===== src/rtl/pwrseq_pkg.sv =====
package pwrseq_pkg;
   typedef enum logic [1:0] {
      SQ_IDLE   = 2'd0,
      SQ_SETTLE = 2'd1,
      SQ_CONV   = 2'd2,
      SQ_DONE   = 2'd3
   } seq_state_t;

   typedef enum logic [1:0] {
      SPD_STD  = 2'd0,
      SPD_FAST = 2'd1,
      SPD_HS   = 2'd2
   } bus_speed_t;

   localparam int MODE_W = 2;
   localparam int MODE_REF_BIT = 1;
   localparam int MODE_ADC_BIT = 0;
endpackage


===== src/rtl/pwrseq_settle_timer.sv =====
module pwrseq_settle_timer #(
   parameter int CNT_W = 8
) (
   input  logic             clk,
   input  logic             rst_n,
   input  logic             load,
   input  logic [1:0]       spd,
   input  logic [CNT_W-1:0] cnt_std,
   input  logic [CNT_W-1:0] cnt_fast,
   input  logic [CNT_W-1:0] cnt_hs,
   output logic             last
);
   import pwrseq_pkg::*;

   localparam logic [CNT_W-1:0] ONE = CNT_W'(1);

   logic [CNT_W-1:0] sel_cnt;
   logic [CNT_W-1:0] eff_cnt;
   logic [CNT_W-1:0] cnt_q;
   logic             active_q;

   generate
      if (CNT_W < 1) begin : g_bad_width
         $error("pwrseq_settle_timer: CNT_W must be at least 1");
      end
   endgenerate

   always_comb begin
      case (spd)
         SPD_STD:  sel_cnt = cnt_std;
         SPD_FAST: sel_cnt = cnt_fast;
         default:  sel_cnt = cnt_hs;
      endcase
      eff_cnt = (sel_cnt == '0) ? ONE : sel_cnt;
   end

   always_ff @(posedge clk) begin
      if (!rst_n) begin
         cnt_q    <= '0;
         active_q <= 1'b0;
      end else if (load) begin
         cnt_q    <= eff_cnt;
         active_q <= 1'b1;
      end else if (active_q) begin
         if (cnt_q == ONE) begin
            active_q <= 1'b0;
         end else begin
            cnt_q <= cnt_q - ONE;
         end
      end
   end

   assign last = active_q && (cnt_q == ONE);

   // a running wait never holds a zero count
   a_r5_count_nonzero: assert property (@(posedge clk) disable iff (!rst_n)
      active_q |-> (cnt_q != '0));

   // the wait counts down by one per cycle until it expires
   a_r4_count_down: assert property (@(posedge clk) disable iff (!rst_n)
      (active_q && !last && !load) |=> (active_q && cnt_q == $past(cnt_q) - ONE));
endmodule


===== src/rtl/pwrseq_conv_model.sv =====
module pwrseq_conv_model #(
   parameter int DW       = 8,
   parameter int CONV_CYC = 4
) (
   input  logic          clk,
   input  logic          rst_n,
   input  logic          conv_go,
   input  logic [DW-1:0] core_data,
   output logic          conv_last,
   output logic [DW-1:0] result
);
   localparam int CCW = (CONV_CYC > 1) ? $clog2(CONV_CYC + 1) : 1;

   logic [DW-1:0] result_q;

   generate
      if (CONV_CYC < 1) begin : g_bad_len
         $error("pwrseq_conv_model: CONV_CYC must be at least 1");
      end
      if (DW < 1) begin : g_bad_dw
         $error("pwrseq_conv_model: DW must be at least 1");
      end

      if (CONV_CYC == 1) begin : g_single
         assign conv_last = conv_go;
      end else begin : g_counted
         logic [CCW-1:0] cnt_q;
         logic           run_q;

         always_ff @(posedge clk) begin
            if (!rst_n) begin
               cnt_q <= '0;
               run_q <= 1'b0;
            end else if (conv_go) begin
               cnt_q <= CCW'(CONV_CYC - 1);
               run_q <= 1'b1;
            end else if (run_q) begin
               if (cnt_q == CCW'(1)) begin
                  run_q <= 1'b0;
               end else begin
                  cnt_q <= cnt_q - CCW'(1);
               end
            end
         end

         assign conv_last = run_q && (cnt_q == CCW'(1));

         // a new start never lands on a running conversion
         a_r6_no_overlap: assert property (@(posedge clk) disable iff (!rst_n)
            conv_go |-> !run_q);
      end
   endgenerate

   always_ff @(posedge clk) begin
      if (!rst_n) begin
         result_q <= '0;
      end else if (conv_last) begin
         result_q <= core_data;
      end
   end

   assign result = result_q;
endmodule


===== src/rtl/pwr_ref_seq.sv =====
module pwr_ref_seq #(
   parameter int DW       = 8,
   parameter int CNT_W    = 8,
   parameter int CONV_CYC = 4
) (
   input  logic             clk,
   input  logic             rst_n,
   input  logic             start,
   input  logic [1:0]       pd_mode,
   input  logic [1:0]       bus_spd,
   input  logic [CNT_W-1:0] settle_std,
   input  logic [CNT_W-1:0] settle_fast,
   input  logic [CNT_W-1:0] settle_hs,
   input  logic [DW-1:0]    core_result,
   output logic             ref_en,
   output logic             adc_en,
   output logic             conv_start,
   output logic             busy,
   output logic             done,
   output logic [DW-1:0]    result
);
   import pwrseq_pkg::*;

   seq_state_t        state_q;
   logic [MODE_W-1:0] mode_q;
   logic              ref_q;
   logic              adc_q;
   logic              go_q;
   logic              done_q;
   logic              accept;
   logic              need_settle;
   logic              settle_last;
   logic              conv_last;

   assign accept      = (state_q == SQ_IDLE) && start;
   assign need_settle = (pd_mode[MODE_REF_BIT] != ref_q) || !adc_q;

   pwrseq_settle_timer #(
      .CNT_W (CNT_W)
   ) u_settle (
      .clk      (clk),
      .rst_n    (rst_n),
      .load     (accept && need_settle),
      .spd      (bus_spd),
      .cnt_std  (settle_std),
      .cnt_fast (settle_fast),
      .cnt_hs   (settle_hs),
      .last     (settle_last)
   );

   pwrseq_conv_model #(
      .DW       (DW),
      .CONV_CYC (CONV_CYC)
   ) u_conv (
      .clk       (clk),
      .rst_n     (rst_n),
      .conv_go   (go_q),
      .core_data (core_result),
      .conv_last (conv_last),
      .result    (result)
   );

   always_ff @(posedge clk) begin
      if (!rst_n) begin
         state_q <= SQ_IDLE;
         mode_q  <= '0;
         ref_q   <= 1'b0;
         adc_q   <= 1'b0;
         go_q    <= 1'b0;
         done_q  <= 1'b0;
      end else begin
         go_q   <= 1'b0;
         done_q <= 1'b0;
         case (state_q)
            SQ_IDLE: begin
               if (start) begin
                  mode_q <= pd_mode;
                  ref_q  <= pd_mode[MODE_REF_BIT];
                  adc_q  <= 1'b1;
                  if (need_settle) begin
                     state_q <= SQ_SETTLE;
                  end else begin
                     state_q <= SQ_CONV;
                     go_q    <= 1'b1;
                  end
               end
            end
            SQ_SETTLE: begin
               if (settle_last) begin
                  state_q <= SQ_CONV;
                  go_q    <= 1'b1;
               end
            end
            SQ_CONV: begin
               if (conv_last) begin
                  state_q <= SQ_DONE;
                  done_q  <= 1'b1;
               end
            end
            default: begin
               state_q <= SQ_IDLE;
               adc_q   <= mode_q[MODE_ADC_BIT];
            end
         endcase
      end
   end

   assign ref_en     = ref_q;
   assign adc_en     = adc_q;
   assign conv_start = go_q;
   assign busy       = (state_q != SQ_IDLE);
   assign done       = done_q;

   // the core is never started unpowered
   a_r10_start_powered: assert property (@(posedge clk) disable iff (!rst_n)
      conv_start |-> adc_en);

   // done is a single-cycle pulse
   a_r6_done_pulse: assert property (@(posedge clk) disable iff (!rst_n)
      done |=> !done);

   // busy covers the done cycle and drops right after it
   a_r7_busy_span: assert property (@(posedge clk) disable iff (!rst_n)
      done |-> busy ##1 !busy);

   // the result moves only together with done
   a_r9_result_atomic: assert property (@(posedge clk) disable iff (!rst_n)
      !$stable(result) |-> done);

   // converter power falls back to the requested mode after done
   a_r3_power_after_done: assert property (@(posedge clk) disable iff (!rst_n)
      done |=> (adc_en == $past(mode_q[MODE_ADC_BIT])));

   // the reference only moves on an accepted request
   a_r2_ref_on_accept: assert property (@(posedge clk) disable iff (!rst_n)
      !accept |=> $stable(ref_en));

   // a start while busy never restarts the sequence
   a_r8_busy_ignores: assert property (@(posedge clk) disable iff (!rst_n)
      (busy && start && !done) |=> busy);
endmodule


===== config.mk =====
export PLATFORM = sky130hd
export DESIGN_NAME = pwr_ref_seq
export DESIGN_NICKNAME = d
export VERILOG_FILES = /design/src/rtl/pwrseq_pkg.sv /design/src/rtl/pwrseq_settle_timer.sv /design/src/rtl/pwrseq_conv_model.sv /design/src/rtl/pwr_ref_seq.sv
export SDC_FILE = /design/constraint.sdc
export NUM_CORES = 1
export LEC_CHECK = 0
export BUFFER_PORTS_ARGS = -buffer_cell sky130_fd_sc_hd__buf_2
export CORE_MARGIN = 5
export CORE_UTILIZATION = 43
export DETAILED_ROUTE_END_ITERATION = 10
export PLACE_DENSITY = 0.76
export RECOVER_POWER = 100
export SETUP_SLACK_MARGIN = 0.1
export SLEW_MARGIN = 40
export SYNTH_ARGS = -nofsm -noshare
export SYNTH_HDL_FRONTEND = slang
export SYNTH_SLANG_ARGS = --single-unit

===== constraint.sdc =====
create_clock -name clk -period 1.7 [get_ports clk]
set_input_delay 0.34 -clock clk [delete_from_list [all_inputs] [get_ports clk]]
set_output_delay 0.34 -clock clk [all_outputs]
set_load 0.005 [all_outputs]

==> metrics.cfg, run 1 <==
[status]
outcome=complete, but fails checks
violations=setup timing

[placed_design]
dpl.hpwl_um=2980
placement.io_buffers=51
place_congestion=0.7957
dp.cells=272

[run]
maxCapViolations=0

[timing]
grt_setup_unrepaired=true
fmax_ghz=0.5855
final.setup.worst_slack_ns=-0.008035
slew_violations=0
fin_crit_sh_pct=100.5
setup-violations-final=2
hold_violations=0
tns_ns=-0.009696
slew_headroom_pct=79.22
worstMarginPinSlew_ns=0.3106
fin_crit_ns=1.708
holdWs_ns=0.2381
clock_skew_ns=0.004514

[cells_and_area]
num-nets-final=282
antenna_cells=0
area_growth_pct=39.05
finalCoreUtilization_pct=62.39
drive_gt1_share_pct=45.92
fin_cells=279

[clock_network]
cts-htree-levels=1
clock_sinks=28
cts-hold-fix-buffers=0
clk_latency_ns=0.32
clock_path_buffers=2
cts_buffers=3
clkSlewWorstSetupHoldPaths_ns=0.14
cts_root_buf=clkbuf_4
cts_tree=built

[critical_path]
crit_end=u_settle.cnt_q[7]$_SDFFE_PN0P_
crit_required_ns=1.94
path_class=reg2reg
reg2reg_slack_ns=-0.008
slowest_stage=or4b_4
cp_max_fo=3
r2r_start=u_settle.cnt_q[0]$_SDFFE_PN0P_
r2r_cells=3
worstPathCellList=or4b_4 > or4_1 > a311oi_1
worstPathArrival_ns=1.95
rr_endpoint=u_settle.cnt_q[7]$_SDFFE_PN0P_
crit_path_end_kind=register
cp-start-kind=register
crit_start=u_settle.cnt_q[0]$_SDFFE_PN0P_
slowest_delay_ns=0.55

[detailed_routing]
topRoutingLayerUsed=met4
viasPerCell=5.272
wl_met1_um=1618
dr_wl_met2_um=2194
drt_pass1_iterations=4
wl_met3_um=139
wl_per_cell_um=14.53
ant_nets=0
wl_um=4054
drt_iter0_drc=89
drc=0
num_vias=1471

[yosys]
yosysTopAreaCell=dfxtp_1
synth_area_sq_mm=0.001509
synth-seq-cells=28
avgSynthCellArea_sq_um=8.929
synthTopCellsByArea=dfxtp_1, mux2i_1, ha_1
syn_inst=169
synth-main-ff-cell=dfxtp_1
synth_commonest_cells=dfxtp_1, nor2_1, mux2i_1, a21oi_1
syn_nets=216
ys_async_sr_fraction_pct=0
ys_seq_area_share_pct=37.15
synth_edf_count=0
synth_cell_type_count=36
synth-warning-count=0
synth_top_area_share_pct=37.15
synth.most_common_cell=dfxtp_1

[die]
rows=21
initial_core_util_pct=44.87
die_h_um=69.24
die_area_sq_mm=0.004794
io-pin-count=52
die_x_um=69.24
core_area_sq_mm=0.003363

[grt]
grt_max_degree=19
overflow=0
antenna_found_initial=0
grt_util_all_layers_pct=15.32
grt_pass1_vias=1438
grt_pass1_wl_um=6168

[pwr]
ir_worst_vdd_mv=0.9059
p_leak_nw=0.9907
p_total_w=0.002758
power_density_mw_per_mm2=1314

[worst_hold_path]
hold_path.class=in2reg

report_power, final:
group,switching [W],internal (W),total (W)
registers,0.000174,0.000807,0.000981
logic,0.000741,0.000771,0.00151
clock network,0.000183,0.0000831,0.000266
cell usage in the layout, fill, tap and decap left out, drive strengths merged, types with 2 or more instances in the layout:
master,netlist,layout
nand3,6,6
inv,9,9
a211oi,3,3
or4,2,2
nor2,21,21
nor3,4,4
a311oi,2,2
buf,0,69
xnor2,4,4
nor3b,2,2
a221oi,4,4
nand4,2,2
o21ai,3,3
dfxtp,28,28
and2,2,2
clkbuf,8,3
ha,8,8
mux2,8,8
a21oi,11,11
nand2,9,9
mux2i,17,17
routing by layer:
metal	global-route usage [%]	vias to the layer above
met4	5.857	0
met1	17.60	701
met2	28.28	32
met3	2.174	8
met5	0	-
li1	-	730
sequential cells by signal (all words and copies together), names as in the netlist:
register	cells
u_conv.result	8
u_settle.active_q	1
done	1
adc_en	1
conv_start	1
state_q	2
u_settle.cnt_q	8
u_conv.g_counted.cnt_q	3
ref_en	1
u_conv.g_counted.run_q	1
mode_q	1
final cells by class:
| cell class | instances | area [sq um] |
|---|---|---|
| inverter | 10 | 40.04 |
| sequential | 28 | 568.0 |
| timing repair buffer | 69 | 390.4 |
| clock buffer | 3 | 22.52 |
| tap | 46 | 57.56 |
| fill | 300 | 1265 |
| multi-input combinational | 123 | 1020 |
worst max-delay path: cells and delay by family (launching register included):
kind	cells	cell delay, ns
simple gates	2	1.02
flops	1	0.37
compound gates	1	0.22
logic make-up (layout without fill, tap and decap cells):
family                     after synthesis  after routing  synth area share, %
and+or+nand+nor                         53             53                17.25
adders and majority gates                8              8                6.634
muxes                                   25             25                17.25
xor gates and xnor gates                 5              5                2.902
AOI/OAI and AO/OA                       32             32                14.35
buffers and inverters                   18             82                4.477
DFF                                     28             28                37.15
what timing repair did:
item,CTS,global route
setup endpoints to repair,8,10
pin swaps,4,7
resized for setup,11,18
endpoints found under the hold margin,0,0
buffers inserted,0,4
worst min-delay path by stage:
stage / to / startpoint / cells after the start
2_1_floorplan: mode_q[0]$_SDFFE_PN0N_ / mode_q[0]$_SDFFE_PN0N_ / 2
3_3_place_gp: mode_q[0]$_SDFFE_PN0N_ / mode_q[0]$_SDFFE_PN0N_ / 2
3_5_place_dp: mode_q[0]$_SDFFE_PN0N_ / mode_q[0]$_SDFFE_PN0N_ / 2
4_1_cts: u_conv.result[4]$_SDFFE_PN0P_ / core_result[4] / 3
5_1_grt: u_conv.result[6]$_SDFFE_PN0P_ / core_result[6] / 3
6_report: u_conv.result[4]$_SDFFE_PN0P_ / core_result[4] / 3
through the flow:
stage / worst slack (ns) / area (sq um)
finish: -0.008035 / 2098
global route: -0.06410 / 2098
CTS: 0.006704 / 1993
detailed placement: -0.05501 / 1913
global placement: -0.01501 / 1913
floorplan: 0.06527 / 1538
Power figures use the tool's default switching activity.
==> run 2: changes to the inputs <==
==> constraint.sdc (replaced) <==
create_clock -name clk -period 1.49 [get_ports clk]
set_input_delay 0.298 -clock clk [delete_from_list [all_inputs] [get_ports clk]]
set_output_delay 0.298 -clock clk [all_outputs]
set_load 0.005 [all_outputs]
==> run 2 against run 1 <==
Net effect: the run still ends with setup timing left; fmax rose by 1.4%; cell count rose by 9.3%; global-route usage rose by 1.6 points; combinational power rose by 48%; clock power rose by 92%; via count rose by 6.9%; sequential cell count did not move; register-to-register slack got worse by 0.19 ns; critical path depth did not move; wire length rose by 1.4%; die area did not move; power rose by 39%.
==> metrics.cfg, run 2 (synthesized netlist as in run 1, its figures left out) <==
[pwr]
p_leak_nw=1.155
power_density_mw_per_mm2=1590
ir_worst_vdd_mv=0.6810

[timing]
clock_skew_ns=0.002816
slew_headroom_pct=75.52
fin_crit_sh_pct=113.0
worstMarginPinSlew_ns=0.3644
setup-violations-final=10
fin_crit_ns=1.684
fmax_ghz=0.5938
final.setup.worst_slack_ns=-0.1942
slew_violations=0
holdWs_ns=0.1768
grt_setup_unrepaired=true
hold_violations=0

[critical_path]
crit_start=u_settle.cnt_q[5]$_SDFFE_PN0P_
cp-start-kind=register
crit_top_cell=or4_4
slowest_delay_ns=0.52
crit_required_ns=1.75
crit_path_end_kind=register
worstPathCellList=or4_4 > or4_4 > a311oi_2
rr_endpoint=u_settle.cnt_q[7]$_SDFFE_PN0P_
r2r_start=u_settle.cnt_q[5]$_SDFFE_PN0P_
reg2reg_slack_ns=-0.19
worstPathArrival_ns=1.95
slowest_stage=or4_4
path_class=reg2reg
crit_end=u_settle.cnt_q[7]$_SDFFE_PN0P_
r2r_cells=3
cp_max_fo=3

[clock_network]
clk_latency_ns=0.34
cts-htree-levels=1
clock_sinks=28
cts_buffers=3
cts_tree=built
clock_path_buffers=2
cts_root_buf=clkbuf_4
clkSlewWorstSetupHoldPaths_ns=0.16

[placed_design]
dpl.hpwl_um=3071
placement.io_buffers=51
place_congestion=0.9005

[cells_and_area]
drive_gt1_share_pct=54.05
area_growth_pct=59.70
final_common_cell=buf_2
antenna_cells=0
mostFrequentLayoutCells=buf_2, buf_4, dfxtp_1
num-nets-final=307
fillCellCount=270
finalCoreUtilization_pct=71.65
seqCellArea_sq_um=575.6
multi_input_area_sq_mm=0.001097

[die]
rows=21
die_area_sq_mm=0.004794
core_area_sq_mm=0.003363
initial_core_util_pct=44.87
io-pin-count=52
die_h_um=69.24
die_x_um=69.24

[detailed_routing]
num_vias=1572
drc=0
drt_iter0_drc=78
ant_nets=0
wl_um=4112
viasPerCell=5.154
wl_per_cell_um=13.48
dr_wl_met2_um=2204
drt_pass1_iterations=4
topRoutingLayerUsed=met4
wl_met3_um=222
wl_met1_um=1578

[worst_hold_path]
hold_path.class=in2reg

[grt]
grt_util_all_layers_pct=16.96
antenna_found_initial=0
grt_pass1_wl_um=6768
grt_pass1_vias=1611
overflow=0
grt_max_degree=17

[status]
outcome=complete, but fails checks
violations=setup timing

[run]
maxCapViolations=0

-- run 2: metal layers --
metal	global-route usage, %	up-vias
met1	18.35	730
met4	6.291	0
li1	-	783
met3	3.768	11
met5	0	-
met2	31.78	48
-- run 2: report_power, final --
group,total (W),internal [W],switching [W]
sequential,0.00108,0.000930,0.000150
combinational,0.00224,0.00121,0.00103
clock,0.000511,0.000272,0.000239
-- run 2: per-stage QoR --
stage	cell area [sq um]	setup TNS (ns)	setup slack [ns]	power, W	instances
floorplan	1642	-0.2464	-0.1297	0.002112	169
global placement	2113	-0.8035	-0.1534	0.002658	288
detailed placement	2113	-1.054	-0.1809	0.002703	288
CTS	2303	-0.9657	-0.1655	0.003530	302
global route	2410	-2.395	-0.2552	0.004101	305
finish	2410	-1.037	-0.1942	0.003833	305
-- run 2: how the worst min path moves through the flow --
stage                            from                        endpoint  slack (ns)  depth (start not counted)
2_1_floorplan                   rst_n  u_settle.cnt_q[1]$_SDFFE_PN0P_        0.42                          1
3_3_place_gp   mode_q[0]$_SDFFE_PN0N_          mode_q[0]$_SDFFE_PN0N_        0.45                          2
3_5_place_dp   mode_q[0]$_SDFFE_PN0N_          mode_q[0]$_SDFFE_PN0N_        0.46                          2
4_1_cts                core_result[2]   u_conv.result[2]$_SDFFE_PN0P_        0.19                          3
5_1_grt                core_result[0]   u_conv.result[0]$_SDFFE_PN0P_        0.17                          3
6_report               core_result[2]   u_conv.result[2]$_SDFFE_PN0P_        0.18                          3
-- run 2: what timing repair did --
action / CTS / global route
buffers inserted: 10 / 3
resized for setup: 22 / 26
pin swaps: 11 / 7
setup endpoints to repair: 13 / 22
hold buffers: 0 / 0
-- run 2: critical path: cells and delay by family (launching register included) --
kind	cells	cell delay [ns]
simple gates	2	1.01
flops	1	0.39
compound gates	1	0.21
-- run 2: cell type report --
class	count	share of cell area, %
inverters	10	1.765
flip-flops and latches	28	23.88
well taps	46	2.388
multi-input cells	123	45.53
clock inverters	1	1.246
repair buffers	94	24.25
clock buffers	3	0.9346
==> run 3: changes to the inputs <==
--- a/config.mk
+++ b/config.mk
@@ -7,9 +7,9 @@
 export LEC_CHECK = 0
 export BUFFER_PORTS_ARGS = -buffer_cell sky130_fd_sc_hd__buf_2
 export CORE_MARGIN = 5
-export CORE_UTILIZATION = 43
+export CORE_UTILIZATION = 30
 export DETAILED_ROUTE_END_ITERATION = 10
-export PLACE_DENSITY = 0.76
+export PLACE_DENSITY = 0.57
 export RECOVER_POWER = 100
 export SETUP_SLACK_MARGIN = 0.1
 export SLEW_MARGIN = 40
==> run 3 against run 2 <==
Net effect: the flow still finishes with violations (setup timing); register-to-register slack improved by 0.02 ns; wire length fell by 11%; clock skew barely moved; clock-buffer cell count did not move; die area rose by 37%; utilization fell by 23 points; power fell by 9.3%.
==> metrics.cfg, run 3 (synthesized netlist as in run 1, its figures left out) <==
[status]
outcome=complete, but fails checks
violations=setup timing

[timing]
slew_violations=0
grt_setup_unrepaired=true
slew_headroom_pct=75.92
final.setup.worst_slack_ns=-0.1761
hold_violations=0
worstMarginPinSlew_ns=0.3574
holdWs_ns=0.2437
tns_ns=-0.6872
fin_crit_sh_pct=111.8
fmax_ghz=0.6002
fin_crit_ns=1.666
setup-violations-final=7
clock_skew_ns=0.002366

[critical_path]
worstPathArrival_ns=1.86
slowest_delay_ns=0.55
crit_required_ns=1.69
slowest_stage=or4b_4
cp_max_fo=3
crit_path_end_kind=register
path_class=reg2reg
cp-start-kind=register
worstPathCellList=or4b_4 > or4_4 > a311oi_1

[grt]
grt_pass1_vias=1378
grt_max_degree=17
antenna_found_initial=0
grt_pass1_wl_um=6009
overflow=0
grt_util_all_layers_pct=11.28

[clock_network]
cts_buffers=3
cts-htree-levels=1
cts_tree=built
clk_latency_ns=0.28
clock_sinks=28
clkSlewWorstSetupHoldPaths_ns=0.10
clock_path_buffers=2
cts_root_buf=clkbuf_8

[cells_and_area]
area_growth_pct=56.14
num-nets-final=299
antenna_cells=0
drive_gt1_share_pct=49.00
mostFrequentLayoutCells=buf_2, buf_4, nor2_1
final_common_cell=buf_2
design_area_sq_mm=0.002356

[detailed_routing]
num_vias=1472
wl_um=3674
viasPerCell=4.629
ant_nets=0
wl_per_cell_um=11.55
drt_pass1_iterations=4
drc=0
drt_iter0_drc=46

[pwr]
intPower_w=0.002230
power_density_mw_per_mm2=1475
p_leak_nw=1.103
swShare_pct=35.85
comb_power_share_pct=50.5
ir_worst_vdd_mv=0.8549
p_seq_share_pct=32.0
switchingPower_w=0.001246
p_total_w=0.003476
clock_power_share_pct=17.5

[die]
die_h_um=80.92
die_x_um=80.92
die_area_sq_mm=0.006548
initial_core_util_pct=31.32
core_area_sq_mm=0.004817
rows=25
io-pin-count=52

[placed_design]
dpl.hpwl_um=2894
place_congestion=0.7592
placement.io_buffers=51
postPlaceCellArea_sq_mm=0.002140

[run]
maxCapViolations=0

[worst_hold_path]
hold_path.class=in2reg

-- run 3: cell count changes in the layout (fill, tap and decap cells not counted), sizes merged --
cell    delta
clkbuf     +2
buf       -10
-- run 3: worst paths after layout --
kind | start | end | slack (ns) | cells after the start
worst max-delay path | u_settle.cnt_q[1]$_SDFFE_PN0P_ | u_settle.cnt_q[7]$_SDFFE_PN0P_ | -0.18 | 3
worst max register to register | u_settle.cnt_q[1]$_SDFFE_PN0P_ | u_settle.cnt_q[7]$_SDFFE_PN0P_ | -0.18 | 3
worst min-delay path | core_result[6] | u_conv.result[6]$_SDFFE_PN0P_ | 0.24 | 3
worst min register to register | mode_q[0]$_SDFFE_PN0N_ | mode_q[0]$_SDFFE_PN0N_ | 0.46 | 2
-- run 3: final cells by class --
cell class / count / area, sq um
Fill cell: 493 / 2461
Clock buffer: 3 / 41.29
Multi-Input combinational cell: 123 / 1051
Sequential cell: 28 / 573.1
Inverter: 10 / 40.04
Clock inverter: 1 / 30.03
Timing Repair Buffer: 86 / 536.8
Tap cell: 67 / 83.83
-- run 3: power groups by stage --
stage | clock, W | sequential, W | combinational, W
finish | 0.000608 | 0.00111 | 0.00175
CTS | 0.000627 | 0.00108 | 0.00168
floorplan | 0 | 0.00111 | 0.00100
detailed placement | 0 | 0.00109 | 0.00160
global route | 0.000658 | 0.00114 | 0.00192
global placement | 0 | 0.00109 | 0.00160
-- run 3: through the flow --
stage / worst slack (ns) / util [%] / instances
global placement: -0.1547 / 44.42 / 309
floorplan: -0.1297 / - / 169
finish: -0.1761 / 48.91 / 318
CTS: -0.1710 / 46.49 / 314
detailed placement: -0.1583 / 44.42 / 309
global route: -0.2173 / 48.91 / 318
-- run 3: repair_timing --
action                                  4_1_cts  5_1_grt
gates cloned                                  0        1
pin swaps                                     5        8
hold buffers                                  0        0
endpoints found under the setup margin       12       22
buffers inserted                              1        3
gates resized for setup                       6       25
-- run 3: critical path: cells and delay by family (launching register included) --
family	cells	cell delay, ns
AO/OA/AOI/OAI	1	0.20
AND/OR/NAND/NOR	2	1.03
flip-flops	1	0.35
-- run 3: routing by layer --
| layer | up-vias | GRT usage (%) | share of wire, % |
|---|---|---|---|
| met3 | 4 | 1.552 | 3.0 |
| met4 | 0 | 3.041 | 1.0 |
| met2 | 24 | 19.38 | 50 |
| li1 | 767 | - | - |
| met1 | 677 | 14.73 | 46 |
| met5 | - | 0 | 0 |
